==> config.mk <==
export PLATFORM = sky130hd
export DESIGN_NAME = lbk_selector
export DESIGN_NICKNAME = d
export VERILOG_FILES = /design/src/rtl/lbk_pkg.sv /design/src/rtl/lbk_mode_reg.sv /design/src/rtl/lbk_lane_reg.sv /design/src/rtl/lbk_afe_stub.sv /design/src/rtl/lbk_selector.sv
export SDC_FILE = /design/constraint.sdc
export NUM_CORES = 1
export LEC_CHECK = 0
export ABC_AREA = 1
export BUFFER_PORTS_ARGS = -buffer_cell sky130_fd_sc_hd__buf_2
export CAP_MARGIN = 25
export CORE_AREA = 2 2 39 41
export CTS_BUF_LIST = sky130_fd_sc_hd__clkbuf_4
export DETAILED_ROUTE_END_ITERATION = 12
export DIE_AREA = 0 0 41 43
export SYNTH_ARGS = -nofsm -noshare
export SYNTH_HDL_FRONTEND = slang
export SYNTH_SLANG_ARGS = --single-unit
==> constraint.sdc <==
create_clock -name clk -period 0.8 [get_ports clk]
set_input_delay 0.08 -clock clk [delete_from_list [all_inputs] [get_ports clk]]
set_output_delay 0.08 -clock clk [all_outputs]
set_load 0.05 [all_outputs]
==> src/rtl/lbk_pkg.sv <==
// Package: shared mode encoding for the loopback selector.
// Assumes the mode code is {local_enable, remote_enable}.
package lbk_pkg;
    typedef enum logic [1:0] {
        LBK_OFF    = 2'b00,
        LBK_REMOTE = 2'b01,
        LBK_ALOCAL = 2'b10,
        LBK_DLOCAL = 2'b11
    } lbk_mode_e;
endpackage

==> src/rtl/lbk_mode_reg.sv <==
// Module: captures the two loopback control bits into the active mode.
// Assumes the controls are synchronous to clk; reset selects no loopback.
module lbk_mode_reg
    import lbk_pkg::*;
(
    input  logic      clk,
    input  logic      rst_n,
    input  logic      loc_en,
    input  logic      rem_en,
    output lbk_mode_e mode_q
);
    // Register the control code so every route switches on one edge.
    always_ff @(posedge clk) begin
        if (!rst_n) mode_q <= LBK_OFF;
        else        mode_q <= lbk_mode_e'({loc_en, rem_en});
    end

    // mode follows the control bits sampled one edge earlier
    a_r1_mode_follows: assert property (@(posedge clk) disable iff (!rst_n)
        rst_n |=> (mode_q == lbk_mode_e'($past({loc_en, rem_en}))));
endmodule

==> src/rtl/lbk_lane_reg.sv <==
// Module: registered 2:1 lane multiplexer (sel=0 picks a, sel=1 picks b).
// Assumes both inputs are synchronous to clk.
module lbk_lane_reg #(
    parameter int LW = 3
) (
    input  logic          clk,
    input  logic          rst_n,
    input  logic          sel,
    input  logic [LW-1:0] a,
    input  logic [LW-1:0] b,
    output logic [LW-1:0] q
);
    // Capture the selected lane; reset clears it.
    always_ff @(posedge clk) begin
        if (!rst_n)   q <= '0;
        else if (sel) q <= b;
        else          q <= a;
    end
endmodule

==> src/rtl/lbk_afe_stub.sv <==
// Module: digital stand-in for the analog receive front end, a fixed
// register delay of STAGES cycles (STAGES=0 is a straight wire).
module lbk_afe_stub #(
    parameter int LW     = 3,
    parameter int STAGES = 1
) (
    input  logic          clk,
    input  logic          rst_n,
    input  logic [LW-1:0] d,
    output logic [LW-1:0] q
);
    generate
        if (STAGES == 0) begin : g_wire
            assign q = d;
        end else begin : g_chain
            logic [LW-1:0] pipe [STAGES];
            // Shift the lane through the delay chain.
            always_ff @(posedge clk) begin
                if (!rst_n) begin
                    for (int i = 0; i < STAGES; i++) pipe[i] <= '0;
                end else begin
                    pipe[0] <= d;
                    for (int i = 1; i < STAGES; i++) pipe[i] <= pipe[i-1];
                end
            end
            assign q = pipe[STAGES-1];
        end
    endgenerate
endmodule

==> src/rtl/lbk_selector.sv <==
// Module: loopback selector top. It routes a {clock, pos, neg} lane between
// the transmit pins, the line, the front-end stub and the receive outputs.
// Assumes all lanes are sampled on clk; line coding, signal-loss detection
// and pattern checking sit downstream of the rx_* outputs.
module lbk_selector
    import lbk_pkg::*;
#(
    parameter int WIDTH      = 1,
    parameter int AFE_STAGES = 1
) (
    input  logic             clk,
    input  logic             rst_n,
    input  logic             loc_en_i,
    input  logic             rem_en_i,
    input  logic             tx_clk_i,
    input  logic [WIDTH-1:0] tx_pos_i,
    input  logic [WIDTH-1:0] tx_neg_i,
    input  logic             line_rx_clk_i,
    input  logic [WIDTH-1:0] line_rx_pos_i,
    input  logic [WIDTH-1:0] line_rx_neg_i,
    output logic             line_tx_clk_o,
    output logic [WIDTH-1:0] line_tx_pos_o,
    output logic [WIDTH-1:0] line_tx_neg_o,
    output logic             rx_clk_o,
    output logic [WIDTH-1:0] rx_pos_o,
    output logic [WIDTH-1:0] rx_neg_o,
    output logic [1:0]       mode_stat_o
);
    localparam int LW = 2 * WIDTH + 1;

    lbk_mode_e     mode_q;
    logic [LW-1:0] tx_lane, lrx_lane, afe_in, rcv_lane, line_lane, rx_lane;

    // Pack the incoming lanes.
    assign tx_lane  = {tx_clk_i, tx_pos_i, tx_neg_i};
    assign lrx_lane = {line_rx_clk_i, line_rx_pos_i, line_rx_neg_i};

    lbk_mode_reg u_mode (
        .clk    (clk),
        .rst_n  (rst_n),
        .loc_en (loc_en_i),
        .rem_en (rem_en_i),
        .mode_q (mode_q)
    );

    // Front-end input: the outgoing line lane in analog local mode, else the line.
    assign afe_in = (mode_q == LBK_ALOCAL) ? line_lane : lrx_lane;

    lbk_afe_stub #(.LW(LW), .STAGES(AFE_STAGES)) u_afe (
        .clk   (clk),
        .rst_n (rst_n),
        .d     (afe_in),
        .q     (rcv_lane)
    );

    // Line output: the recovered lane in remote mode, else the transmit lane.
    lbk_lane_reg #(.LW(LW)) u_line_mux (
        .clk   (clk),
        .rst_n (rst_n),
        .sel   (mode_q == LBK_REMOTE),
        .a     (tx_lane),
        .b     (rcv_lane),
        .q     (line_lane)
    );

    // Receive output: the transmit lane in digital local mode, else the recovered lane.
    lbk_lane_reg #(.LW(LW)) u_rx_mux (
        .clk   (clk),
        .rst_n (rst_n),
        .sel   (mode_q == LBK_DLOCAL),
        .a     (rcv_lane),
        .b     (tx_lane),
        .q     (rx_lane)
    );

    // Unpack the outgoing lanes and the status.
    assign {line_tx_clk_o, line_tx_pos_o, line_tx_neg_o} = line_lane;
    assign {rx_clk_o, rx_pos_o, rx_neg_o}                = rx_lane;
    assign mode_stat_o                                   = mode_q;

    // with loopback off, the transmit lane reaches the line after one cycle
    a_r2_off_line: assert property (@(posedge clk) disable iff (!rst_n)
        (mode_q == LBK_OFF) |=> (line_lane == $past(tx_lane)));
    // remote mode sends the recovered lane to the line
    a_r3_remote_line: assert property (@(posedge clk) disable iff (!rst_n)
        (mode_q == LBK_REMOTE) |=> (line_lane == $past(rcv_lane)));
    // remote mode still delivers the recovered lane to the receive outputs
    a_r4_remote_rx: assert property (@(posedge clk) disable iff (!rst_n)
        (mode_q == LBK_REMOTE) |=> (rx_lane == $past(rcv_lane)));
    // digital local mode feeds the transmit lane to the receive outputs
    a_r6_dlocal_rx: assert property (@(posedge clk) disable iff (!rst_n)
        (mode_q == LBK_DLOCAL) |=> (rx_lane == $past(tx_lane)));
    // both local modes keep the line driven from the transmit lane
    a_r7_local_line: assert property (@(posedge clk) disable iff (!rst_n)
        mode_q[1] |=> (line_lane == $past(tx_lane)));
endmodule

==> Word level (Yosys, flattened, before mapping) <==
Memories as Yosys holds them, arrays and structs flattened.
Index checks and enable logic that the tools add are counted.
{ "op_classes": {"n_reduce_logical": 1, "eq_ne": 3, "mux": 7} }
{ "op_table": {"columns": ["operator", "n"], "rows": [
  ["$mux W3", 4],
  ["$eq A2 B2 Y1 const B", 2],
  ["$mux W1", 3],
  ["$reduce_or A3 Y1", 1],
  ["$eq A2 B1 Y1 const B", 1]
]} }
{ "totals": {"mem_bits_rw": 3, "regBits": 8, "word_cells": 15, "memories": 1, "input_bits": 10} }
{ "memory_table": {"columns": ["name", "depth", "word_bits", "read_ports", "rd_clocked_by_memory_dff", "write_ports", "line", "source"], "rows": [
  ["u_afe.g_chain.pipe", 1, 3, 1, 0, 1, "lbk_afe_stub.sv:16", "logic [LW-1:0] pipe [STAGES];"]
]} }

==> Depth between registers and ports, before layout <==
Gate-level depths: netlist of the first run.
{ "depth": {"ltp_word": 3, "mapped_depth": 5, "depth_no_buf": 4} }

==> By module <==
From an unflattened synthesis of the first run, not the netlist that was laid out.
{ "hier_totals": {"cells_unflattened": 65, "hier_area_um2": 429.2} }
{ "modules_own_cells": {"columns": ["module", "n_inst", "seq_area_each_um2", "cells_per_inst", "area_each_um2"], "rows": [
  ["lbk_lane_reg", 2, 60.1, 18, 116.4],
  ["lbk_afe_stub", 1, 60.1, 9, 82.6],
  ["lbk_selector", 1, 0.0, 14, 58.8],
  ["lbk_mode_reg", 1, 40.0, 6, 55.1]
]} }

==> Worst setup path after synthesis of the first run <==
No wires, ideal clock.
{ "synth_timing": {"kind": "reg-to-reg", "from": "reg u_mode.mode_q[1]", "to": "reg u_rx_mux.q[0]", "setup_time_ns": 0.116, "t_arrival_ns": 1.091, "path_buffers": 1, "path_stages_with_launch": 5, "setup_slack_ns": -0.406, "cell_sequence": "dfxtp_1 -> buf_6 -> nand2_1 -> o21ai_0 -> nor2_1"} }
{ "synth_via": {"elab_chain_cells": 2} }
{ "synth_lines": {"columns": ["item", "line", "source"], "rows": [
  ["start, declared", "lbk_mode_reg.sv:10", "output lbk_mode_e mode_q"],
  ["start signal, assigned", "lbk_mode_reg.sv:15", "else mode_q <= lbk_mode_e'({loc_en, rem_en});"],
  ["$eq A2 B2 Y1", "lbk_selector.sv:70", ".sel (mode_q == LBK_DLOCAL),"],
  ["$mux W3", "lbk_lane_reg.sv:16", "else if (sel) q <= b;"],
  ["end signal, assigned", "lbk_lane_reg.sv:15", "if (!rst_n) q <= '0;"],
  ["end signal, assigned", "lbk_lane_reg.sv:16", null],
  ["end signal, assigned", "lbk_lane_reg.sv:17", "else q <= a;"],
  ["end, declared", "lbk_lane_reg.sv:11", "output logic [LW-1:0] q"]
]} }
No other way between the ends.
A chain may end at the register's enable or synchronous reset.

==> Worst setup path after layout of the first run <==
{ "layout_timing": {"from": "reg u_mode.mode_q[1]", "to": "out mode_stat_o[1]"} }
{ "layout_rtl": {"columns": ["item", "line", "source"], "rows": [
  ["end, declared", "lbk_selector.sv:27", "output logic [1:0] mode_stat_o"]
]} }
No word-level cell between the ends.

==> results.yml, run 1 <==
synth:
  syn_avg_cell_area_sq_um: 7.55
  synth-seq-cells: 11
  ys_types: 11
  synth_warnings: 0
  ys_seq_area_share_pct: 47.1
  syn_nets: 72
  syn_inst: 62
  syn-cell-area_sq_um: 468
setup_path:
  slowest_stage: "dfxtp_4"
  worstSetupStartpointType: "register"
  crit_cells: 1
  worstPathRequired_ns: 0.72
  cp_max_fo: 3
  max_stage_delay_ns: 0.36
  crit_chain: "buf_6"
  reg2regPathDepth: 5
  path_buf_inv: 1
  crit_family: "flip-flops"
  crit_arrival_ns: 0.78
  critPathKind: "reg2out"
  end_kind: "primary output"
clock_tree:
  cts_root_buf: "clkbuf_4"
  h-tree-depth: 1
  cts_max_path_buffers: 2
  cts.sinks: 11
  cts_tree: "built"
  worstSkewPairLatency_ns: 0.27
  clkTransAtPathRegs_ns: 0.07
  cts_buffers: 3
global_route:
  overflow: 0
  grt_pass1_vias: 433
  grt_max_degree: 12
  grt_antenna_before_repair: 0
  grt_pass1_wl_microns: 1660
  gr-usage-all-layers_pct: 14.4
timing:
  worstMarginPinSlew_ns: 0.190
  layout_min_cycle_time_ns: 0.864
  fin_skew_ns: 0.00282
  setup_violations: 17
  maxSlewHeadroom_pct: 87.3
  post-route-worst-setup-slack_ns: -0.0638
  finalHoldViolations: 0
  grt_setup_unrepaired: "yes"
  post-route-period-util_pct: 108
  holdWs_ns: 0.0221
  fmax_mhz: 1160
  drv_slew: 0
final_layout:
  stdcell_area_sq_um: 738
  fillers: 128
  utilization_pct: 53.3
  nets: 98
  drive_gt1_share_pct: 47.1
  n_antenna_cell: 0
  area_growth_pct: 57.8
status:
  violations: "setup timing"
  outcome: "finished with violations"
worst_hold_path:
  whs_path_depth: 3
  hp-class: "in2reg"
drt:
  ant_nets: 0
  drt_iter0_markers: 9
  first_pass_iters: 4
  vias: 431
  drc_errors: 0
  viasPerCell: 4.18
  wl_per_cell_microns: 9.43
  wirelength_microns: 971
die:
  die-area_sq_mm: 0.00176
  pin_count: 18
  start_util_pct: 33.8
  fp-row-count: 14
  die_w_microns: 41
  core_sq_mm: 0.00138
  die_h_microns: 43
power_and_ir_drop:
  p_leak_nw: 0.356
  irDropWorstVdd_v: 0.000820
  power_density_mw_per_mm2: 1830
place:
  port_buffers: 17
  dp_slack_ns: 0.0151
  gp_congestion: 0.781
  dp_hpwl_microns: 662
  placed_area_sq_um: 559
run:
  drv_cap: 0
## path summary, 6_finish.rpt
| path | end | start | slack [ns] |
|---|---|---|---|
| max | mode_stat_o[1] | u_mode.mode_q[1] | -0.06 |
| min | u_afe.g_chain.pipe[0][1] | line_rx_pos_i | 0.02 |
| max reg2reg | u_afe.g_chain.pipe[0][1] | u_mode.mode_q[0] | -0.04 |
| min reg2reg | u_rx_mux.q[2] | u_afe.g_chain.pipe[0][2] | 0.49 |
## cells in the mapped netlist (all sizes together)
library cell	count	area, sq um
inv	10	47.6
dfxtp	11	220
nor2	17	78.8
a21oi	3	15.0
buf	3	27.5
nand2	9	33.8
o21ai	3	15.0
nand3	6	30.0
## state kept, by name (all words and copies together), names as in the netlist
name / count
u_afe.g_chain.pipe: 3
u_line_mux.q: 3
u_rx_mux.q: 3
u_mode.mode_q: 2
## metal layers
metal / track usage [%] / wire, microns
met1: 16.8 / 421
met2: 19.4 / 459
met3: 4.19 / 68
met4: 14.0 / 22
met5: 0 / 0
## cells by family (layout without fill, tap and decap cells)
kind of cell,Yosys count,in the layout,share of synthesized area [%]
AOI/OAI and AO/OA,6,6,6.42
buffers and inverters,13,38,16.0
and+or+nand+nor,32,32,30.5
DFF,11,11,47.1
## final cells by class
type	count	area (sq um)	area share [%]
clock buffer	4	30.0	4.07
multi-input combinational	38	183	24.7
tap	16	20.0	2.71
inverter	10	47.5	6.44
sequential	11	235	31.9
timing repair buffer	24	223	30.2
## report_power, final
| part | total (mW) | switching [mW] | internal, mW |
|---|---|---|---|
| clock | 0.414 | 0.187 | 0.227 |
| combinational | 0.328 | 0.185 | 0.144 |
| sequential | 0.611 | 0.0254 | 0.586 |
| total | 1.35 | 0.397 | 0.957 |
## what timing repair did
| action | CTS | global route |
|---|---|---|
| hold buffers | 2 | 0 |
| hold endpoints to repair | 2 | 0 |
| setup buffers | 4 | 1 |
| setup endpoints to repair | 8 | 17 |
| gates resized for setup | 19 | 10 |
## placed cells by master (no fill, tap or decap), types with 2 or more instances in the layout
cell,instances
a21oi_1,3
buf_2,9
buf_4,3
buf_6,4
buf_8,6
clkbuf_4,4
dfxtp_1,3
dfxtp_2,6
dfxtp_4,2
dlygate4sd3_1,2
inv_1,8
inv_6,2
nand2_1,8
nand3_1,5
nor2_1,14
nor2_4,2
o21ai_1,3
## per-stage QoR
stage | cells | total power, mW | TNS [ns]
after floorplan | 62 | 0.815 | -0.790
after global placement | 92 | 0.861 | 0
after detailed placement | 92 | 0.861 | 0
after CTS | 102 | 1.35 | -0.816
after global routing | 103 | 1.44 | -1.35
final | 103 | 1.35 | -0.515
No activity file was read; power rests on OpenSTA's default activity.
==> run 2: changes to the inputs <==
CORE_AREA = 5 5 42 44   (was 2 2 39 41)
DIE_AREA = 0 0 47 49   (was 0 0 41 43)
REMOVE_ABC_BUFFERS = 1   (was unset)
SKIP_CTS_REPAIR_TIMING = 1   (was unset)
==> run 2 against run 1 <==
The run still ends with setup timing left. Clock power increased by 3%. Cell area rose by 1.7%. Sequential share of layout area shrank 0.86 points. Critical path depth increased by 1. Cell count unchanged. Flip-flop and latch count is the same. Largest power group unchanged. Highest routed layer unchanged.
==> results.yml, run 2 (synthesized netlist as in run 1, its figures left out) <==
status:
  outcome: "finished with violations"
  violations: "setup timing"
clock_tree:
  clkTransAtPathRegs_ns: 0.07
  cts_buffers: 3
  cts.sinks: 11
  cts_max_path_buffers: 2
  h-tree-depth: 1
  cts_tree: "built"
  cts_root_buf: "clkbuf_4"
  worstSkewPairLatency_ns: 0.27
drt:
  wirelength_microns: 1070
  wl_per_cell_microns: 10.4
  first_pass_iters: 4
  viasPerCell: 4.42
  drc_errors: 0
  ant_nets: 0
  drt_iter0_markers: 3
  vias: 455
final_layout:
  top_regs: "u_afe.g_chain.pipe: 3 flops, u_line_mux.q: 3 flops, u_rx_mux.q: 3 flops"
  layout_commonest_cell: "nor2_1"
  area_growth_pct: 60.4
  utilization_pct: 53.6
  n_antenna_cell: 0
  fillers: 140
  seqCellArea_sq_um: 233
  stdcell_count: 103
  multi_input_comb_area_sq_um: 194
  drive_gt1_share_pct: 48.3
  final_cell_mix: "nor2_1, nand2_1, buf_2, inv_1, dfxtp_2"
  nets: 98
die:
  pin_count: 18
  core_sq_mm: 0.00140
  fp-row-count: 14
  die-area_sq_mm: 0.00230
  die_w_microns: 47
  die_h_microns: 49
  start_util_pct: 33.4
timing:
  post-route-period-util_pct: 119
  drv_slew: 0
  worstMarginPinSlew_ns: 0.184
  holdWs_ns: 0.0184
  fin_skew_ns: 0.00158
  finalHoldViolations: 0
  fmax_mhz: 1050
  maxSlewHeadroom_pct: 87.8
  post-route-worst-setup-slack_ns: -0.152
  grt_setup_unrepaired: "yes"
  setup_violations: 15
  layout_min_cycle_time_ns: 0.952
place:
  gp_congestion: 0.779
  port_buffers: 17
  dp_hpwl_microns: 782
  dp.cells: 95
global_route:
  gr-usage-all-layers_pct: 9.88
  grt_pass1_vias: 375
  overflow: 0
  grt_max_degree: 12
  grt_antenna_before_repair: 0
  grt_pass1_wl_microns: 1570
power_and_ir_drop:
  total_power_mw: 1.38
  irDropWorstVdd_v: 0.000911
  p_leak_nw: 0.358
  power_density_mw_per_mm2: 1840
setup_path:
  worstSetupStartpointType: "register"
  cp_max_fo: 3
  end_kind: "primary output"
  worstPathRequired_ns: 0.72
  critPathKind: "reg2out"
  crit_arrival_ns: 0.87
run:
  drv_cap: 0
worst_hold_path:
  hp-class: "in2reg"
[run 2: worst paths after layout]
kind | from | endpoint | slack (ns) | cells past startpoint
setup reg to reg | u_mode.mode_q[0] | u_line_mux.q[2] | -0.09 | 5
hold reg to reg | u_afe.g_chain.pipe[0][2] | u_rx_mux.q[2] | 0.50 | 2
setup / recovery | u_mode.mode_q[0] | mode_stat_o[0] | -0.15 | 2
hold / removal | line_rx_pos_i | u_afe.g_chain.pipe[0][1] | 0.02 | 3
[run 2: per-layer routing]
layer | GRT usage (%) | wire length (microns) | up-vias
met3 | 4.43 | 101 | 4
met5 | 0 | 0 | -
met4 | 9.68 | 29 | 0
met1 | 11.5 | 441 | 196
met2 | 12.4 | 497 | 16
li1 | - | - | 239
[run 2: final cells by class]
class                           count  area share, %
Inverter                           10           6.67
Tap cell                           16           2.67
Sequential cell                    11           31.0
Timing Repair Buffer               24           29.8
Multi-Input combinational cell     38           25.8
Clock buffer                        4           4.00
[run 2: critical path: stages, from the launching register on]
cell and delay (ns):
dfxtp_2 0.35, buf_6 0.11, buf_8 0.14
[run 2: through the flow]
step	worst slack, ns	TNS [ns]	instance area (sq um)
after floorplan	-0.536	-4.35	440
after global placement	-0.116	-0.823	581
after detailed placement	-0.104	-0.638	581
after CTS	-0.308	-2.18	611
after global routing	-0.176	-1.49	751
final	-0.152	-0.908	751
[run 2: report_power, final]
group          total, mW  internal, mW  switching [mW]
Sequential         0.617         0.588          0.0288
Combinational      0.340         0.148           0.191
Clock              0.425         0.227           0.198
Total               1.38         0.964           0.418
==> run 3: changes to the inputs <==
SYNTH_HIERARCHICAL = 1   (was unset)
==> run 3 against run 2 <==
First-iteration DRC count is 100% higher. Hold slack worse by 0.020 ns. Critical path depth stayed put. The run ends with hold timing, setup timing left. Cell area is 6.3% lower. Synthesized area is 8.3% lower. Non-clock buffer count is 2 lower. Synthesized cell count is 4.8% higher.
==> results.yml, run 3 <==
status:
  outcome: "finished with violations"
  violations: "hold timing, setup timing"
drt:
  wirelength_microns: 1020
  drt_iter0_markers: 6
  drc_errors: 0
  ant_nets: 0
  viasPerCell: 4.16
  vias: 445
  wl_per_cell_microns: 9.50
  first_pass_iters: 4
power_and_ir_drop:
  p_leak_nw: 0.395
  total_power_mw: 1.31
  irDropWorstVdd_v: 0.00116
  power_density_mw_per_mm2: 1870
synth:
  yosys.area_share.simple_pct: 37.3
  synth_enable_flop_cells: 0
  synth_warnings: 6
  yosysMostFrequentCell: "nand2_1"
  synth_compound_area_share_pct: 0
  synth.area.mux_share_pct: 0
  syn-cell-area_sq_um: 429
  synth-adder-area-share_pct: 0
  synth_area_leader_cell: "dfxtp_1"
  synth_top_family_by_area: "simple AND/OR/NAND/NOR gates"
  synth.top_cell.area_share_pct: 51.3
  syn_avg_cell_area_sq_um: 6.60
  synth-seq-cells: 11
  ys.flop_type: "dfxtp_1"
  synthTopCellsByCount: "nand2_1, inv_1, nor2_1"
  synthArstFlopShare_pct: 0
  syn_inst: 65
  synthXorXnorAreaFrac_pct: 0
  ys_types: 6
  synthTopCellsByArea: "dfxtp_1, nand2_1, inv_1"
  ys_seq_area_share_pct: 51.3
clock_tree:
  cts_tree: "built"
  worstSkewPairLatency_ns: 0.26
  clkTransAtPathRegs_ns: 0.07
  cts_max_path_buffers: 2
  cts_buffers: 3
  cts_root_buf: "clkbuf_4"
  h-tree-depth: 1
  cts.sinks: 11
die:
  die_h_microns: 49
  die-area_sq_mm: 0.00230
  fp-row-count: 14
  die_w_microns: 47
  pin_count: 18
  start_util_pct: 30.6
  core_sq_mm: 0.00140
setup_path:
  worstSetupStartpointType: "register"
  r2r_slack_ns: -0.08
  crit_arrival_ns: 0.89
  timing.rr.end: "u_line_mux/q[2]"
  slowest_stage: "dfxtp_4"
  end_kind: "primary output"
  reg2regPathDepth: 4
  crit_chain: "buf_6 -> buf_8"
  crit_family: "flip-flops"
  critPathKind: "reg2out"
  r2r_start: "u_mode/mode_q[1]"
  cp_max_fo: 4
  worstPathRequired_ns: 0.72
  max_stage_delay_ns: 0.36
  path_buf_inv: 2
place:
  dp_slack_ns: -0.162
  dp_hpwl_microns: 732
  gp_congestion: 0.730
  dp.cells: 101
  port_buffers: 17
final_layout:
  drive_gt1_share_pct: 40.7
  fillers: 150
  n_antenna_cell: 0
  layout_commonest_cell: "nand2_1"
  utilization_pct: 50.2
  area_growth_pct: 63.8
  top_regs: "u_afe/g_chain.pipe: 3 flops, u_line_mux/q: 3 flops, u_rx_mux/q: 3 flops"
  nets: 102
  final_cell_mix: "nand2_1, nor2_1, inv_1, buf_2, dfxtp_2"
  stdcell_count: 107
worst_hold_path:
  whs_path_depth: 3
  min-delay-start: "loc_en_i"
  min_to: "u_mode/mode_q[1]"
  hp-class: "in2reg"
global_route:
  grt_max_degree: 12
  grt_pass1_wl_microns: 1590
  gr-usage-all-layers_pct: 9.75
  grt_antenna_before_repair: 0
  grt_pass1_vias: 403
  overflow: 0
timing:
  setup_violations: 17
  worstMarginPinSlew_ns: 0.234
  holdWs_ns: -0.00129
  grt_setup_unrepaired: "yes"
  post-route-worst-setup-slack_ns: -0.174
  post-route-period-util_pct: 122
  finalHoldViolations: 1
  maxSlewHeadroom_pct: 84.4
  drv_slew: 0
  fin_skew_ns: 0.000536
  layout_min_cycle_time_ns: 0.974
  fmax_mhz: 1030
run:
  drv_cap: 0
==> run 3: cell types whose count changed after synthesis, moves of 2 or more <==
cell / before / now
nor2_4: 2 / 0
nand2_1: 9 / 24
inv_6: 2 / 0
o21ai_0: 3 / 0
inv_1: 8 / 13
nand3_1: 6 / 3
a21oi_1: 3 / 0
buf_6: 2 / 0
nor2_1: 15 / 13
==> run 3: cells by family after synthesis <==
| kind of cell | after synthesis |
|---|---|
| flip-flops | 11 |
| AND/OR/NAND/NOR | 41 |
| buffers and inverters | 13 |
==> run 3: worst max path at each step <==
| stage | cells past startpoint | start | endpoint | slack, ns |
|---|---|---|---|---|
| 3_5_place_dp | 5 | u_mode/mode_q[0] | u_line_mux/q[1] | -0.16 |
| 3_3_place_gp | 5 | u_mode/mode_q[0] | u_line_mux/q[2] | -0.11 |
| 6_report | 2 | u_mode/mode_q[1] | mode_stat_o[1] | -0.17 |
| 4_1_cts | 2 | u_mode/mode_q[1] | mode_stat_o[1] | -0.35 |
| 5_1_grt | 2 | u_mode/mode_q[1] | mode_stat_o[1] | -0.20 |
| 2_1_floorplan | 5 | u_mode/mode_q[0] | u_line_mux/q[1] | -0.55 |
==> run 3: power by group <==
part	internal, mW	switching [mW]	leakage, nW
sequential	0.586	0.0257	0.0941
combinational	0.128	0.166	0.282
clock	0.227	0.181	0.0184
total	0.940	0.372	0.395
==> run 3: cell type report <==
cell class / count / area [sq um] / area share [%]
multi-input combinational: 41 / 163 / 23.1
tap: 16 / 20.0 / 2.85
timing repair buffer: 22 / 209 / 29.7
clock buffer: 4 / 30.0 / 4.27
sequential: 11 / 233 / 33.1
inverter: 13 / 48.8 / 6.94
==> run 3: metrics by stage <==
| step | TNS [ns] | cell area, sq um |
|---|---|---|
| finish | -0.960 | 703 |
| global placement | -0.879 | 557 |
| floorplan | -3.86 | 429 |
| detailed placement | -1.11 | 557 |
| CTS | -2.62 | 587 |
| global route | -1.85 | 703 |
==> run 3: worst min-delay path, cell delays in order <==
cell and delay, ns:
buf_2 0.08, nand2_1 0.04, inv_1 0.04
==> run 3: metal layers <==
layer	track usage, %	vias to the layer above	routed length, microns
met5	0	-	0
met4	8.29	0	13
met3	2.95	2	89
met2	12.0	15	444
met1	13.1	189	468
li1	-	239	-
